--- src/rtl/psd_pkg.sv ---
package psd_pkg;
  localparam int N_PHASE = 4;
  localparam int Q_SHIFT = 2;
endpackage

--- src/rtl/psd_in_sync.sv ---
module psd_in_sync (
  input  logic clk,
  input  logic rst,
  input  logic line_in,
  output logic line_s,
  output logic fall
);
  logic s1, s2, prev;

  always_ff @(posedge clk) begin
    if (rst) begin
      s1   <= 1'b1;
      s2   <= 1'b1;
      prev <= 1'b1;
    end else begin
      s1   <= line_in;
      s2   <= s1;
      prev <= s2;
    end
  end

  assign line_s = s2;
  assign fall   = prev & ~s2;
endmodule

--- src/rtl/psd_width_class.sv ---
module psd_width_class #(
  parameter int ONESHOT_LEN = 16
) (
  input  logic clk,
  input  logic rst,
  input  logic line_s,
  input  logic fall,
  output logic sync_evt,
  output logic rclk_n
);
  localparam int TW = $clog2(ONESHOT_LEN + 1);

  logic          busy;
  logic          hold;
  logic [TW-1:0] tmr;

  always_ff @(posedge clk) begin
    if (rst) begin
      busy     <= 1'b0;
      hold     <= 1'b0;
      tmr      <= '0;
      sync_evt <= 1'b0;
      rclk_n   <= 1'b1;
    end else begin
      sync_evt <= 1'b0;
      // extend the rebuilt-clock low pulse to two cycles
      if (hold) hold <= 1'b0;
      else      rclk_n <= 1'b1;
      if (busy) begin
        if (tmr == '0) begin
          busy <= 1'b0;
          if (line_s) begin
            sync_evt <= 1'b1;
            rclk_n   <= 1'b0;
            hold     <= 1'b1;
          end
        end else begin
          tmr <= tmr - 1'b1;
        end
      end else if (fall) begin
        busy <= 1'b1;
        tmr  <= TW'(ONESHOT_LEN - 1);
      end
    end
  end
endmodule

--- src/rtl/psd_phase_lock.sv ---
module psd_phase_lock
  import psd_pkg::*;
#(
  parameter int PER_W = 12
) (
  input  logic               clk,
  input  logic               rst,
  input  logic               sync_evt,
  output logic               locked,
  output logic [N_PHASE-1:0] ph_hit,
  output logic [N_PHASE-1:0] phase_q
);
  logic [PER_W-1:0] cyc;
  logic [PER_W-1:0] period_q;
  logic [PER_W-1:0] meas;
  logic [1:0]       n_ev;

  assign meas = cyc + 1'b1;

  for (genvar gi = 0; gi < N_PHASE; gi++) begin : g_quarter
    logic [PER_W+1:0] q;
    assign q = ({2'b00, period_q} * (PER_W+2)'(gi)) >> Q_SHIFT;
    assign ph_hit[gi] = locked && ({2'b00, cyc} == q);
  end

  always_ff @(posedge clk) begin
    if (rst) begin
      cyc      <= '0;
      period_q <= '0;
      n_ev     <= '0;
      locked   <= 1'b0;
      phase_q  <= '0;
    end else begin
      phase_q <= ph_hit;
      if (sync_evt) begin
        cyc      <= '0;
        period_q <= meas;
        if (n_ev != 2'd2) n_ev <= n_ev + 1'b1;
        else              locked <= (meas == period_q);
      end else if (cyc != '1) begin
        cyc <= cyc + 1'b1;
      end
    end
  end
endmodule

--- src/rtl/psd_chan_ratio.sv ---
module psd_chan_ratio
  import psd_pkg::*;
#(
  parameter int CNT_W = 16,
  parameter int WIN_W = 8
) (
  input  logic                       clk,
  input  logic                       rst,
  input  logic                       line_s,
  input  logic                       sync_evt,
  input  logic [N_PHASE-1:0]         ph_hit,
  input  logic [WIN_W-1:0]           win_len,
  output logic [N_PHASE-1:0]         chan_bit,
  output logic [N_PHASE*CNT_W-1:0]   chan_count,
  output logic                       chan_valid
);
  logic [WIN_W-1:0] win_cnt;
  logic             win_end;

  assign win_end = sync_evt && (({1'b0, win_cnt} + 1'b1) >= {1'b0, win_len});

  always_ff @(posedge clk) begin
    if (rst) begin
      win_cnt    <= '0;
      chan_valid <= 1'b0;
    end else begin
      chan_valid <= win_end;
      if (win_end)       win_cnt <= '0;
      else if (sync_evt) win_cnt <= win_cnt + 1'b1;
    end
  end

  for (genvar gc = 0; gc < N_PHASE; gc++) begin : g_chan
    logic [CNT_W-1:0] cnt;
    logic [CNT_W-1:0] nxt;
    assign nxt = cnt + CNT_W'(ph_hit[gc] && !line_s);

    always_ff @(posedge clk) begin
      if (rst) begin
        cnt                          <= '0;
        chan_bit[gc]                 <= 1'b1;
        chan_count[gc*CNT_W +: CNT_W] <= '0;
      end else begin
        if (ph_hit[gc]) chan_bit[gc] <= line_s;
        if (win_end) begin
          chan_count[gc*CNT_W +: CNT_W] <= nxt;
          cnt                          <= '0;
        end else begin
          cnt <= nxt;
        end
      end
    end
  end
endmodule

--- src/rtl/pulse_stream_demux.sv ---
module pulse_stream_demux
  import psd_pkg::*;
#(
  parameter int ONESHOT_LEN = 16,
  parameter int PER_W       = 12,
  parameter int CNT_W       = 16,
  parameter int WIN_W       = 8
) (
  input  logic                     clk,
  input  logic                     rst,
  input  logic                     line_in,
  input  logic [WIN_W-1:0]         win_len,
  output logic                     rclk_n,
  output logic [N_PHASE-1:0]       phase,
  output logic                     locked,
  output logic [N_PHASE-1:0]       chan_bit,
  output logic [N_PHASE*CNT_W-1:0] chan_count,
  output logic                     chan_valid
);
  logic line_s, fall, sync_evt;
  logic [N_PHASE-1:0] ph_hit;

  psd_in_sync u_sync (
    .clk(clk), .rst(rst), .line_in(line_in), .line_s(line_s), .fall(fall)
  );

  psd_width_class #(.ONESHOT_LEN(ONESHOT_LEN)) u_class (
    .clk(clk), .rst(rst), .line_s(line_s), .fall(fall),
    .sync_evt(sync_evt), .rclk_n(rclk_n)
  );

  psd_phase_lock #(.PER_W(PER_W)) u_lock (
    .clk(clk), .rst(rst), .sync_evt(sync_evt),
    .locked(locked), .ph_hit(ph_hit), .phase_q(phase)
  );

  psd_chan_ratio #(.CNT_W(CNT_W), .WIN_W(WIN_W)) u_ratio (
    .clk(clk), .rst(rst), .line_s(line_s), .sync_evt(sync_evt),
    .ph_hit(ph_hit), .win_len(win_len), .chan_bit(chan_bit),
    .chan_count(chan_count), .chan_valid(chan_valid)
  );
endmodule

--- config.mk ---
export PLATFORM = sky130hd
export DESIGN_NAME = pulse_stream_demux
export DESIGN_NICKNAME = d
export VERILOG_FILES = /design/src/rtl/psd_pkg.sv /design/src/rtl/psd_in_sync.sv /design/src/rtl/psd_width_class.sv /design/src/rtl/psd_phase_lock.sv /design/src/rtl/psd_chan_ratio.sv /design/src/rtl/pulse_stream_demux.sv
export SDC_FILE = /design/constraint.sdc
export NUM_CORES = 1
export LEC_CHECK = 0
export BUFFER_PORTS_ARGS = -buffer_cell sky130_fd_sc_hd__buf_2
export CAP_MARGIN = 20
export CELL_PAD_IN_SITES_DETAIL_PLACEMENT = 1
export CELL_PAD_IN_SITES_GLOBAL_PLACEMENT = 1
export CORE_ASPECT_RATIO = 2
export CORE_MARGIN = 1
export CORE_UTILIZATION = 25
export DETAILED_ROUTE_END_ITERATION = 8
export PLACE_DENSITY_LB_ADDON = 0.1
export SYNTH_ARGS = -nofsm -noshare
export SYNTH_HDL_FRONTEND = slang
export SYNTH_HIERARCHICAL = 1
export SYNTH_SLANG_ARGS = --single-unit
--- constraint.sdc ---
create_clock -name clk -period 5.1 [get_ports clk]
set_input_delay 0 -clock clk [delete_from_list [all_inputs] [get_ports clk]]
set_output_delay 0 -clock clk [all_outputs]
set_load 0.05 [all_outputs]
; Word level (Yosys, flattened, before mapping)
; Cells that the tools add are included.
[word_totals]
ff_bits = 183
[op_classes]
n_mul = 1
addsub = 9
eq_ne = 7
n_mux = 11
n_reduce_logical = 19
bitwise_logic = 5
magnitude_cmp = 1
[ops]
columns = cell, count
row1 = 16-bit by 1-bit adder with 16-bit output, 4
row2 = 12-bit equality test, 2
row3 = 5-bit 2-to-1 mux, 3
row4 = 14-bit zero test, 1
row5 = 12-bit by 2-bit multiplier with 14-bit output (second input constant), 1
row6 = 12-bit by 1-bit adder with 12-bit output (second input constant), 1
row7 = 12-bit by 10-bit equality test with 1-bit output, 1
row8 = 12-bit by 11-bit equality test with 1-bit output, 1
row9 = 12-bit inequality test (second input constant), 1
row10 = 8-bit by 1-bit adder with 9-bit output (second input constant), 1
row11 = 9-bit by 8-bit >= comparator with 1-bit output, 1
row12 = 1-bit logical AND, 9
row13 = 8-bit by 1-bit adder with 8-bit output (second input constant), 1
row14 = 1-bit 2-to-1 mux, 8
row15 = 2-bit AND reduction, 3
row16 = 5-bit zero test, 1
row17 = 5-bit by 1-bit subtractor with 5-bit output (second input constant), 1
row18 = 2-bit inequality test (second input constant), 2
row19 = 1-bit NOT, 4
row20 = 2-bit OR reduction, 2
row21 = 3-bit OR reduction, 1
row22 = 2-bit by 1-bit adder with 2-bit output (second input constant), 1
row23 = 2-bit nonzero test, 1
row24 = 1-bit bitwise AND, 1
row25 = 1-bit zero test, 1

; Logic depth before layout (Yosys ltp)
; Gate-level depths: netlist of the first run.
[depth]
ltp_word = 5
mapped_depth = 18
depth_no_buf = 17

; Modules after synthesis
; The synthesis of the first run kept the hierarchy.
[by_module_without_submodules]
columns = module, cells_per_inst, area_per_inst_um2, instances
row1 = psd_chan_ratio, 633, 5977.0, 1
row2 = psd_phase_lock, 305, 2522.4, 1
row3 = psd_width_class, 37, 347.8, 1
row4 = psd_in_sync, 7, 85.1, 1

; Least setup slack after synthesis of the first run
; OpenSTA, ideal clock, no wires.
[synth_path]
kind = reg2reg
startpoint = reg u_lock.period_q[1]
endpoint = reg u_ratio.chan_count[63]
path_slack_ns = 1.444
n_path_buf = 2
path_stages_with_launch = 19
synth_period_minus_slack_ns = 3.656
arrival_ns = 3.526
setup_ns = 0.130
t_required_ns = 4.970
cell_sequence = dfxtp_1 > clkbuf_1 > inv_1 > fa_1 > nand2b_1 > a211oi_1 > o21ai_0 > mux2_2 > o22ai_1 > nand4_1 > nor2_1 > nor2b_1 > ha_1 > nand3_1 > or2_1 > buf_2 > nor4_2 > xnor2_1 > a211oi_2
[synth_via]
elab_chain_cells = 5
[synth_lines]
columns = element, line
row1 = from (decl), psd_phase_lock.sv:14  ; logic [PER_W-1:0] period_q;
row2 = from (signal assigned), psd_phase_lock.sv:37  ; period_q <= meas;
row3 = 12-bit by 2-bit multiplier with 14-bit output, psd_phase_lock.sv:22  ; assign q = ({2'b00, period_q} * (PER_W+2)'(gi)) >> Q_SHIFT;
row4 = 12-bit equality test, psd_phase_lock.sv:23  ; assign ph_hit[gi] = locked && ({2'b00, cyc} == q);
row5 = 1-bit logical AND, psd_phase_lock.sv:23
row6 = via ph_hit[3], pulse_stream_demux.sv:21  ; logic [N_PHASE-1:0] ph_hit;
row7 = 1-bit logical AND, psd_chan_ratio.sv:36  ; assign nxt = cnt + CNT_W'(ph_hit[gc] && !line_s);
row8 = 16-bit by 1-bit adder with 16-bit output, psd_chan_ratio.sv:36
row9 = "to (signal, indexed assignment)", psd_chan_ratio.sv:46  ; chan_count[gc*CNT_W +: CNT_W] <= nxt;
row10 = to (decl), psd_chan_ratio.sv:14  ; output logic [N_PHASE*CNT_W-1:0] chan_count,
; The timed path passes the listed nets, and every way through them passes these cells.
; A chain may end at the register's enable or synchronous reset.

; Worst setup path after layout of the first run
[layout_path]
startpoint = reg u_lock.period_q[2]
endpoint = reg u_ratio.chan_count[63]
; Same word-level chain as after synthesis.

==> run metrics, run 1 <==
CP required 5410 ps; clock buffer depth 2; main flop type after synthesis dfxtp_1; post-CTS resize count 0; root cell of the clock tree clkbuf_16; first-pass GRT wire length around 45 mm; r2r worst-path depth 16; HPWL after DPL approximately 21 mm; GRT Resource Usage Total approximately 17%; critical path capture point type flip-flop; H-tree depth 4; postcts setup bufs 0; Mapped Area about 0.009 mm^2; Iter 0 DRT Violations ~230; total area of sequential cells approximately 0.0037 mm^2; Max Freq 235 MHz; Sw Pwr approximately 780 uW; post-place setup slack between 800 and 900 ps; commonest non-fill, non-tap cell in the layout dfxtp_1; Yosys Warn Count 6; measured slew at the worst slew-check pin 860 ps; Clock transition at path regs around 80 ps; Final Hold Fails 0; crit path from u_lock/period_q[2]$_SDFFE_PP0P_; grt ovf 0; Gate Count Post-Synth approximately 980; number of synthesized flops with an enable pin 0; reg2reg setup slack between 800 and 900 ps; Worst Setup Start Kind flip-flop; die width about 140 um; Unique masters post-synth 71; Antenna Nets Post-Route 0; type of the most critical hold path input pin to flip-flop; status completed; via count around 7300; Final setup viols 0; final setup margin roughly 850 ps; Via density between 4 and 5; post-layout min period about 4300 ps; fillers a little over 4000; die area between 0.03 and 0.04 mm^2; largest net degree at the start of global routing 68; Worst path slowest cell dfxtp_1; clk_lat worst skew approximately 450 ps; Synth area leaders dfxtp_1 41%, xnor2_1 6.6%, a211oi_2 5.7%; post-synthesis async set-or-reset flop share 0%; Area Growth Syn to Fin 15.8%; hold_buf cts 2; multi-input logic area just under 0.005 mm^2; syn nets 1026; final setup TNS 0 ps; CP max stage delay 470 ps; critical path arrival between 4000 and 5000 ps; Sequential Power Share between 40% and 50%; RePlAce Congestion approximately 0.82; post-layout util between 20% and 30%; sequential share of the synthesized area between 40% and 50%; CTS tree built; RSZ-0062 raised after global routing false; sw frac about a quarter; Int Pwr between 2 and 2.5 mW; most frequent cells in the layout 182 x dfxtp_1, 112 x nor2_1, 93 x a21oi_1, 84 x buf_2, 67 x xnor2_1; final net count approximately 1100; Initial Util between 20% and 30%; # rows 97; vias in the first global route about 8000; Leak roughly 3.8 nW; drt first pass iters 4; Clock power frac 46.5%; dominant cell type by area after synthesis dfxtp_1; critical path fanouts, max 6; crit-path cells inv_1 > fa_1 > nand2b_1 > a211oi_1 > o21ai_0 > mux2_2 > o22ai_1 > nand4_1 > nor2_1 > nor2b_1 > ha_1 > nand3_1 > or2_1 > nor4_2 > xnor2_1 > a211oi_2; Max-slew headroom 42.7%; final wirelength 28.6 mm; initial antenna violation count 0; worst r2r src u_lock/period_q[2]$_SDFFE_PP0P_; core footprint around 0.035 mm^2; period utilization a little over four fifths; WS Path Type flip-flop to flip-flop; clk_skew roughly 14 ps; share of power burned in combinational logic about 5.7%; Syn Area/Cell about 9.1 um^2; average wire per standard cell around 19 um; Port Buffers 85; Die Y around 270 um; layout cells sized above 1 about 18%; Max Slew Vio Count 0; crit path capture u_ratio/chan_count[63]$_SDFFE_PP0P_; # diodes 0; FF+latch count, synth ~180; RR Endpoint u_ratio/chan_count[63]$_SDFFE_PP0P_; worst vdd ir 233 uV; total CTS buffers 17; Hold Crit Depth 3; share of the synthesized area in the top cell type 41.0%; overall power 3.06 mW; CTS Sinks between 150 and 200; Cell Pwr Density approximately 300 mW/mm^2; Remaining DRCs 0; Top Ports between 80 and 90; max_cap viols 0
## worst min path at each step
stage	start	endpoint	slack [ps]
CTS	line_in	u_sync/s1$_SDFF_PP1_	230
global route	line_in	u_sync/s1$_SDFF_PP1_	250
global placement	line_in	u_sync/s1$_SDFF_PP1_	180
detailed placement	line_in	u_sync/s1$_SDFF_PP1_	190
finish	line_in	u_sync/s1$_SDFF_PP1_	260
floorplan	rst	u_sync/line_s$_SDFF_PP1_	100
## power groups by stage
stage | combinational (mW) | clock [mW] | sequential [mW]
after floorplan | 0.131 | 0 | 1.49
after global placement | 0.176 | 0 | 1.50
after detailed placement | 0.178 | 0 | 1.50
after CTS | 0.179 | 1.48 | 1.46
after global routing | 0.194 | 1.53 | 1.47
final | 0.174 | 1.42 | 1.46
## layout make-up
type	instances	share of cell area, %
Sequential cell	183	35.4
Multi-Input combinational cell	710	46.8
Clock inverter	15	1.86
Timing Repair Buffer	102	5.54
Clock buffer	17	4.11
Tap cell	445	5.38
Inverter	24	0.871
## cells in the mapped netlist, types with 3 or more instances
cell type,number
dfxtp_1,183
nor2_1,112
a21oi_1,93
xnor2_1,67
nand2_1,50
nand3_1,50
xor2_1,48
a211oi_2,41
a211oi_1,33
ha_1,32
clkbuf_1,28
inv_1,24
nand4_1,20
buf_2,18
o21ai_0,18
nor3_1,16
nor2b_1,12
and2_1,10
buf_6,9
and3_1,8
or3_1,7
a21o_1,6
a31oi_1,6
buf_1,5
buf_4,5
nand2b_1,5
nor4_1,5
o211ai_1,4
o21a_1,4
o21bai_1,4
or2_1,4
and4_1,3
o22ai_1,3
or4_1,3
## kinds of logic (layout without fill, tap and decap cells)
kind of cell | count (synthesis) | after routing | synth area share (%)
AO/OA/AOI/OAI | 234 | 234 | 19.3
flip-flops | 183 | 183 | 41.0
buffers and inverters | 89 | 158 | 4.96
multiplexers | 4 | 4 | 0.476
XOR/XNOR | 116 | 116 | 11.5
AND/OR/NAND/NOR | 323 | 323 | 18.0
adder cells (fa/ha/maj) | 33 | 33 | 4.71
## state kept, by name, summed over array words and instances (netlist names), 2 cells and up
signal	cells
u_ratio/chan_count	64
u_ratio/g_chan.cnt	64
u_lock/cyc	12
u_lock/period_q	12
u_ratio/win_cnt	8
u_class/tmr	5
u_lock/phase_q	4
u_ratio/chan_bit	4
u_lock/n_ev	2
## critical path, delay by kind of cell, from the launching register on
kind / cells / cell delay (ps)
flip-flops: 1 / 470
multiplexers: 1 / 320
adder cells (fa/ha/maj): 2 / 700
buffers and inverters: 1 / 140
XOR/XNOR: 1 / 200
AO/OA/AOI/OAI: 4 / 770
AND/OR/NAND/NOR: 7 / 1520
## metal layers
layer	vias to the layer above	wire, um	track usage, %
met3	48	699	2.69
met1	3527	10600	16.3
met2	112	16200	32.2
met5	-	0	0
li1	3564	-	-
met4	0	1080	7.98
## through the flow
stage	instances	area (um^2)	hold slack, ps
after CTS	1496	10300	226
after floorplan	982	8930	97.1
after detailed placement	1462	9710	187
after global routing	1496	10300	255
after global placement	1462	9710	179
final	1496	10300	257
(Power assumes the default switching activity.)
==> run 2, diff against run 1 <==
- clock period: 5.1 -> 4.2 ns (I/O delays scaled with it)
==> run metrics, run 2 (synthesis results as in run 1) <==
status completed (unchanged); HP Start line_in (unchanged); multi-input logic area 0.00485 mm^2 (was 0.00484 mm^2); Remaining DRCs 0 (unchanged); final setup margin 383 ps (was 849 ps); Final setup viols 0 (unchanged); Iter 0 DRT Violations 172 (was 229); critical path arrival 4120 ps (was 4560 ps); worst vdd ir 297 uV (was 233 uV); Sequential Power Share 50.2% (was 47.8%); Int Pwr 2.61 mW (was 2.28 mW); average wire per standard cell 19.1 um (about the same); HPWL after DPL 21.3 mm (was 20.7 mm); Initial Util 25.5% (unchanged); Die Y 269 um (unchanged); # diodes 0 (unchanged); via count 7319 (was 7251); drt first pass iters 4 (unchanged); worst r2r src u_lock/period_q[0]$_SDFFE_PP0P_ (was u_lock/period_q[2]$_SDFFE_PP0P_); WS Path Type flip-flop to flip-flop (unchanged); critical path fanouts, max 5 (was 6); root cell of the clock tree clkbuf_16 (unchanged); Worst Setup Start Kind flip-flop (unchanged); reg2reg setup slack 380 ps (was 850 ps); Hold Path Sink u_sync/s1$_SDFF_PP1_ (unchanged); crit-path cells nand2_1 > fa_1 > nand2b_1 > a211oi_2 > o21ai_0 > mux2_2 > o22ai_1 > nand4_1 > nor2_1 > nor2b_2 > ha_1 > nand3_1 > or2_1 > nor4_2 > xnor2_1 > a211oi_2 (was inv_1 > fa_1 > nand2b_1 > a211oi_1 > o21ai_0 > mux2_2 > o22ai_1 > nand4_1 > nor2_1 > nor2b_1 > ha_1 > nand3_1 > or2_1 > nor4_2 > xnor2_1 > a211oi_2); post-layout util 29.8% (was 29.5%); die area 0.0365 mm^2 (unchanged); Worst path slowest cell dfxtp_1 (unchanged); grt met2 use 33.0% (was 32.2%); CTS Sinks 183 (unchanged); largest net degree at the start of global routing 57 (was 68); Final Hold Fails 0 (unchanged); placed cell areas 0.00987 mm^2 (was 0.00971 mm^2); final net count 1102 (was 1082); # rows 97 (unchanged); met1 Track Usage GR 16.2% (was 16.3%); post-layout min period 3820 ps (was 4250 ps); Via density 4.83 (was 4.85); RR Endpoint u_ratio/chan_count[63]$_SDFFE_PP0P_ (unchanged); Crit path top cell by count a211oi_2; max_cap viols 0 (unchanged); die width 136 um (unchanged); CP required 4510 ps (was 5410 ps); first-pass GRT wire length 45.7 mm (was 45.3 mm); fillers 4095 (was 4139); final setup TNS 0 ps (unchanged); RePlAce Congestion 0.810 (was 0.823); total area of sequential cells 0.00367 mm^2 (unchanged); critical path capture point type flip-flop (unchanged); GRT Resource Usage Total 16.7% (was 16.5%); Max Slew Vio Count 0 (unchanged); CTS tree built (unchanged); Clock power frac 43.3% (was 46.5%); share of power burned in combinational logic 6.5% (was 5.7%); vias in the first global route 7974 (was 7950); Leak 3.84 nW (was 3.77 nW); Max Freq 262 MHz (was 235 MHz); Sw Pwr 925 uW (was 776 uW); r2r worst-path depth 16 (unchanged); CP max stage delay 410 ps (was 470 ps); sw frac 26.2% (was 25.4%); final instance area 0.0104 mm^2 (was 0.0103 mm^2); top flop regs u_ratio/chan_count (64), u_ratio/g_chan.cnt (64) (unchanged); final wirelength 29.0 mm (was 28.6 mm); post-place setup slack 201 ps (was 804 ps); H-tree depth 4 (unchanged); gr busiest metal met2 (unchanged); initial antenna violation count 0 (unchanged); Area Growth Syn to Fin 16.9% (was 15.8%); type of the most critical hold path input pin to flip-flop (unchanged); commonest non-fill, non-tap cell in the layout dfxtp_1 (unchanged); period utilization 90.9% (was 83.3%); measured slew at the worst slew-check pin 747 ps (was 860 ps); Top Ports 86 (unchanged); Clock transition at path regs 70 ps (was 80 ps); grt ovf 0 (unchanged); Max-slew headroom 50.2% (was 42.7%); clk_skew 13.9 ps (was 13.8 ps); postcts setup bufs 0 (unchanged); core footprint 0.0351 mm^2 (unchanged); RSZ-0062 raised after global routing false (unchanged); layout cells sized above 1 20.0% (was 18.5%); most frequent cells in the layout 182 x dfxtp_1, 112 x nor2_1, 93 x a21oi_1, 84 x buf_2, 67 x xnor2_1 (unchanged); Cell Pwr Density 339 mW/mm^2 (was 296 mW/mm^2); clock buffer depth 2 (unchanged); clk_lat worst skew 450 ps (about the same); Antenna Nets Post-Route 0 (unchanged); Port Buffers 85 (unchanged); total CTS buffers 17 (unchanged); GR Util met3 3.12% (was 2.69%); Hold Crit Depth 3 (unchanged)
run 2: cell count changes in the layout (fill, tap and decap cells not counted), sizes merged:
cell,before,now
buf,100,120
bufinv,3,0
clkbuf,17,20
clkinvlp,2,3
inv,29,28
run 2: worst max path at each step:
stage | startpoint | end | slack (ps)
5_1_grt | u_lock/period_q[0]$_SDFFE_PP0P_ | u_ratio/chan_count[63]$_SDFFE_PP0P_ | 30
3_3_place_gp | u_lock/period_q[0]$_SDFFE_PP0P_ | u_ratio/chan_count[63]$_SDFFE_PP0P_ | 270
3_5_place_dp | u_lock/period_q[0]$_SDFFE_PP0P_ | u_ratio/chan_count[63]$_SDFFE_PP0P_ | 200
2_1_floorplan | u_lock/period_q[1]$_SDFFE_PP0P_ | u_ratio/chan_count[63]$_SDFFE_PP0P_ | 540
6_report | u_lock/period_q[0]$_SDFFE_PP0P_ | u_ratio/chan_count[63]$_SDFFE_PP0P_ | 380
4_1_cts | u_lock/period_q[0]$_SDFFE_PP0P_ | u_ratio/chan_count[63]$_SDFFE_PP0P_ | 180
run 2: what timing repair did:
item,in CTS,in global routing
hold endpoints to repair,8,0
resized for setup,0,2
hold buffers,2,0
setup endpoints to repair,0,3
run 2: stage by stage:
| stage | hold WS, ps | power, mW | cells |
|---|---|---|---|
| 6_report | 264 | 3.53 | 1516 |
| 3_5_place_dp | 182 | 2.05 | 1482 |
| 3_3_place_gp | 181 | 2.05 | 1482 |
| 5_1_grt | 240 | 3.70 | 1516 |
| 4_1_cts | 232 | 3.62 | 1516 |
| 2_1_floorplan | 97.1 | 1.97 | 982 |
run 2: final cells by class:
cell class,count,share of cell area [%]
well taps,445,5.33
flip-flops and latches,183,35.1
repair buffers,122,7.05
inverters,24,0.863
multi-input cells,710,46.5
clock inverters,12,0.887
clock buffers,20,4.28
run 2: power groups by stage:
stage	Combinational (mW)	Clock [mW]	Sequential [mW]
after global placement	0.231	0	1.82
after CTS	0.237	1.61	1.78
after global routing	0.254	1.67	1.78
after floorplan	0.159	0	1.81
after detailed placement	0.235	0	1.82
final	0.230	1.53	1.78
run 2: critical path, delay by kind of cell (launching register included):
family,cells,cell delay [ps]
simple gates,8,1480
compound gates,4,670
mux,1,310
xor+xnor,1,200
fa+ha+maj,2,600
flops,1,410
run 2: metal layers:
metal	up-vias	wire, um
met5	-	0
met4	0	874
met3	34	888
met2	108	16700
met1	3581	10500
li1	3596	-
==> run 3, diff against run 2 <==
- CAP_MARGIN: 20 -> 0
- REMOVE_ABC_BUFFERS: default -> 1
==> run metrics, run 3 (synthesis results as in run 1) <==
via count 7377 (was 7319); max_cap viols 0 (unchanged); postcts setup bufs 0 (unchanged); CP Buf/Inv Count 1 (was 0); grt ovf 0 (unchanged); Clock power frac 45.1% (was 43.3%); HPWL after DPL 21.4 mm (was 21.3 mm); Leak 3.89 nW (was 3.84 nW); initial antenna violation count 0 (unchanged); Sw Pwr 980 uW (was 925 uW); Initial Util 25.5% (unchanged); worst vdd ir 305 uV (was 297 uV); Non-Filler Instances 1519 (was 1516); RePlAce Congestion 0.818 (was 0.810); Final Hold Fails 0 (unchanged); placed cell areas 0.00989 mm^2 (was 0.00987 mm^2); Clock transition at path regs 80 ps (was 70 ps); Via density 4.86 (was 4.83); post-layout min period 3850 ps (was 3820 ps); die width 136 um (unchanged); overall power 3.65 mW (was 3.53 mW); crit-path cells inv_1 > fa_1 > nand2b_1 > a211oi_4 > o21ai_0 > mux2_2 > o22ai_1 > nand4_1 > nor2_1 > nor2b_1 > ha_1 > ha_1 > nand2_1 > nor2_2 > nand4_1 > xor2_1 > a211oi_2 (was nand2_1 > fa_1 > nand2b_1 > a211oi_2 > o21ai_0 > mux2_2 > o22ai_1 > nand4_1 > nor2_1 > nor2b_2 > ha_1 > nand3_1 > or2_1 > nor4_2 > xnor2_1 > a211oi_2); top flop regs u_ratio/chan_count (64), u_ratio/g_chan.cnt (64) (unchanged); sw frac 26.8% (was 26.2%); layout cells sized above 1 20.7% (was 20.0%); clk_lat worst skew 450 ps (about the same); die area 0.0365 mm^2 (unchanged); status completed (unchanged); Antenna Nets Post-Route 0 (unchanged); first-pass GRT wire length 45.3 mm (was 45.7 mm); Max Slew Vio Count 0 (unchanged); Die Y 269 um (unchanged); root cell of the clock tree clkbuf_16 (unchanged); Max Freq 260 MHz (was 262 MHz); Final setup viols 0 (unchanged); final setup TNS 0 ps (unchanged); GRT Resource Usage Total 16.5% (was 16.7%); Area Growth Syn to Fin 17.8% (was 16.9%); Iter 0 DRT Violations 227 (was 172); # rows 97 (unchanged); largest net degree at the start of global routing 57 (unchanged); Int Pwr 2.67 mW (was 2.61 mW); CTS tree built (unchanged); Worst path slowest cell fa_1 (was dfxtp_1); final net count 1105 (was 1102); average wire per standard cell 18.9 um (was 19.1 um); measured slew at the worst slew-check pin 747 ps (about the same); Sequential Power Share 48.5% (was 50.2%); commonest non-fill, non-tap cell in the layout dfxtp_1 (unchanged); clk_skew 13.3 ps (was 13.9 ps); final wirelength 28.7 mm (was 29.0 mm); core footprint 0.0351 mm^2 (unchanged); vias in the first global route 7911 (was 7974); drt first pass iters 4 (unchanged); period utilization 91.7% (was 90.9%); Remaining DRCs 0 (unchanged); most frequent cells in the layout 180 x dfxtp_1, 111 x nor2_1, 93 x a21oi_1, 84 x buf_2, 67 x xnor2_1 (was 182 x dfxtp_1, 112 x nor2_1, 93 x a21oi_1, 84 x buf_2, 67 x xnor2_1); Cell Pwr Density 347 mW/mm^2 (was 339 mW/mm^2); WHS 276 ps (was 264 ps); final instance area 0.0105 mm^2 (was 0.0104 mm^2); critical path capture point type flip-flop (unchanged); Max-slew headroom 50.2% (about the same); WS Path Type flip-flop to flip-flop (unchanged); CP required 4500 ps (was 4510 ps); H-tree depth 4 (unchanged); critical path fanouts, max 4 (was 5); CP max stage delay 460 ps (was 410 ps); share of power burned in combinational logic 6.4% (was 6.5%); total CTS buffers 17 (unchanged); # diodes 0 (unchanged); Port Buffers 85 (unchanged); placed cell count 1485 (was 1482); Top Ports 86 (unchanged); clock buffer depth 2 (unchanged); CTS Sinks 183 (unchanged); Worst Setup Start Kind flip-flop (unchanged); CP top delay family simple AND/OR/NAND/NOR gates (unchanged); RSZ-0062 raised after global routing false (unchanged); critical path arrival 4150 ps (was 4120 ps); type of the most critical hold path input pin to flip-flop (unchanged); fillers 4096 (was 4095)
run 3: changes by cell type in the layout (fill, tap and decap cells not counted), sizes merged:
cell / change
inv: +2
bufinv: +1
clkbuf: -3
buf: +3
clkinvlp: -1
clkinv: +1
run 3: what timing repair did:
item | CTS | global route
endpoints found under the hold margin | 12 | 0
resized for setup | 0 | 6
setup endpoints to repair | 0 | 17
hold buffers | 2 | 0
run 3: worst min-delay path: stages:
cell and delay [ps]:
dlygate4sd3_1 520, buf_2 90, or2_1 80
run 3: cell type report:
class                           instances  area, um^2  share of cell area, %
Inverter                               24        90.1                  0.856
Sequential cell                       183        3670                   34.9
Multi-Input combinational cell        710        4860                   46.2
Tap cell                              445         557                   5.29
Clock inverter                         15         165                   1.57
Timing Repair Buffer                  125         758                   7.20
Clock buffer                           17         425                   4.04
run 3: worst paths after layout:
kind	start	to	slack, ps	cells after the start
max	u_lock/period_q[2]$_SDFFE_PP0P_	u_ratio/chan_count[58]$_SDFFE_PP0P_	350	17
min reg2reg	u_sync/s1$_SDFF_PP1_	u_sync/line_s$_SDFF_PP1_	420	1
min	line_in	u_sync/s1$_SDFF_PP1_	280	3
max reg2reg	u_lock/period_q[2]$_SDFFE_PP0P_	u_ratio/chan_count[58]$_SDFFE_PP0P_	350	17
run 3: power groups by stage:
stage	Clock (mW)	Combinational, mW	Sequential (mW)
3_3_place_gp	0	0.236	1.81
2_1_floorplan	0	0.117	1.82
6_report	1.65	0.234	1.77
4_1_cts	1.72	0.241	1.77
5_1_grt	1.80	0.257	1.78
3_5_place_dp	0	0.239	1.81
run 3: metrics by stage:
step | util (%) | worst slack [ps]
after floorplan | - | -614
after global placement | 28.2 | 207
after detailed placement | 28.2 | 54.7
after CTS | 29.9 | 40.6
after global routing | 30.0 | 11.3
final | 30.0 | 349
run 3: per-layer routing:
metal | GRT usage, % | vias up | part of all wire (%)
li1 | - | 3618 | -
met1 | 16.4 | 3642 | 37
met2 | 32.9 | 91 | 59
met3 | 2.43 | 26 | 1.8
met4 | 6.30 | 0 | 2.4
met5 | 0 | - | 0
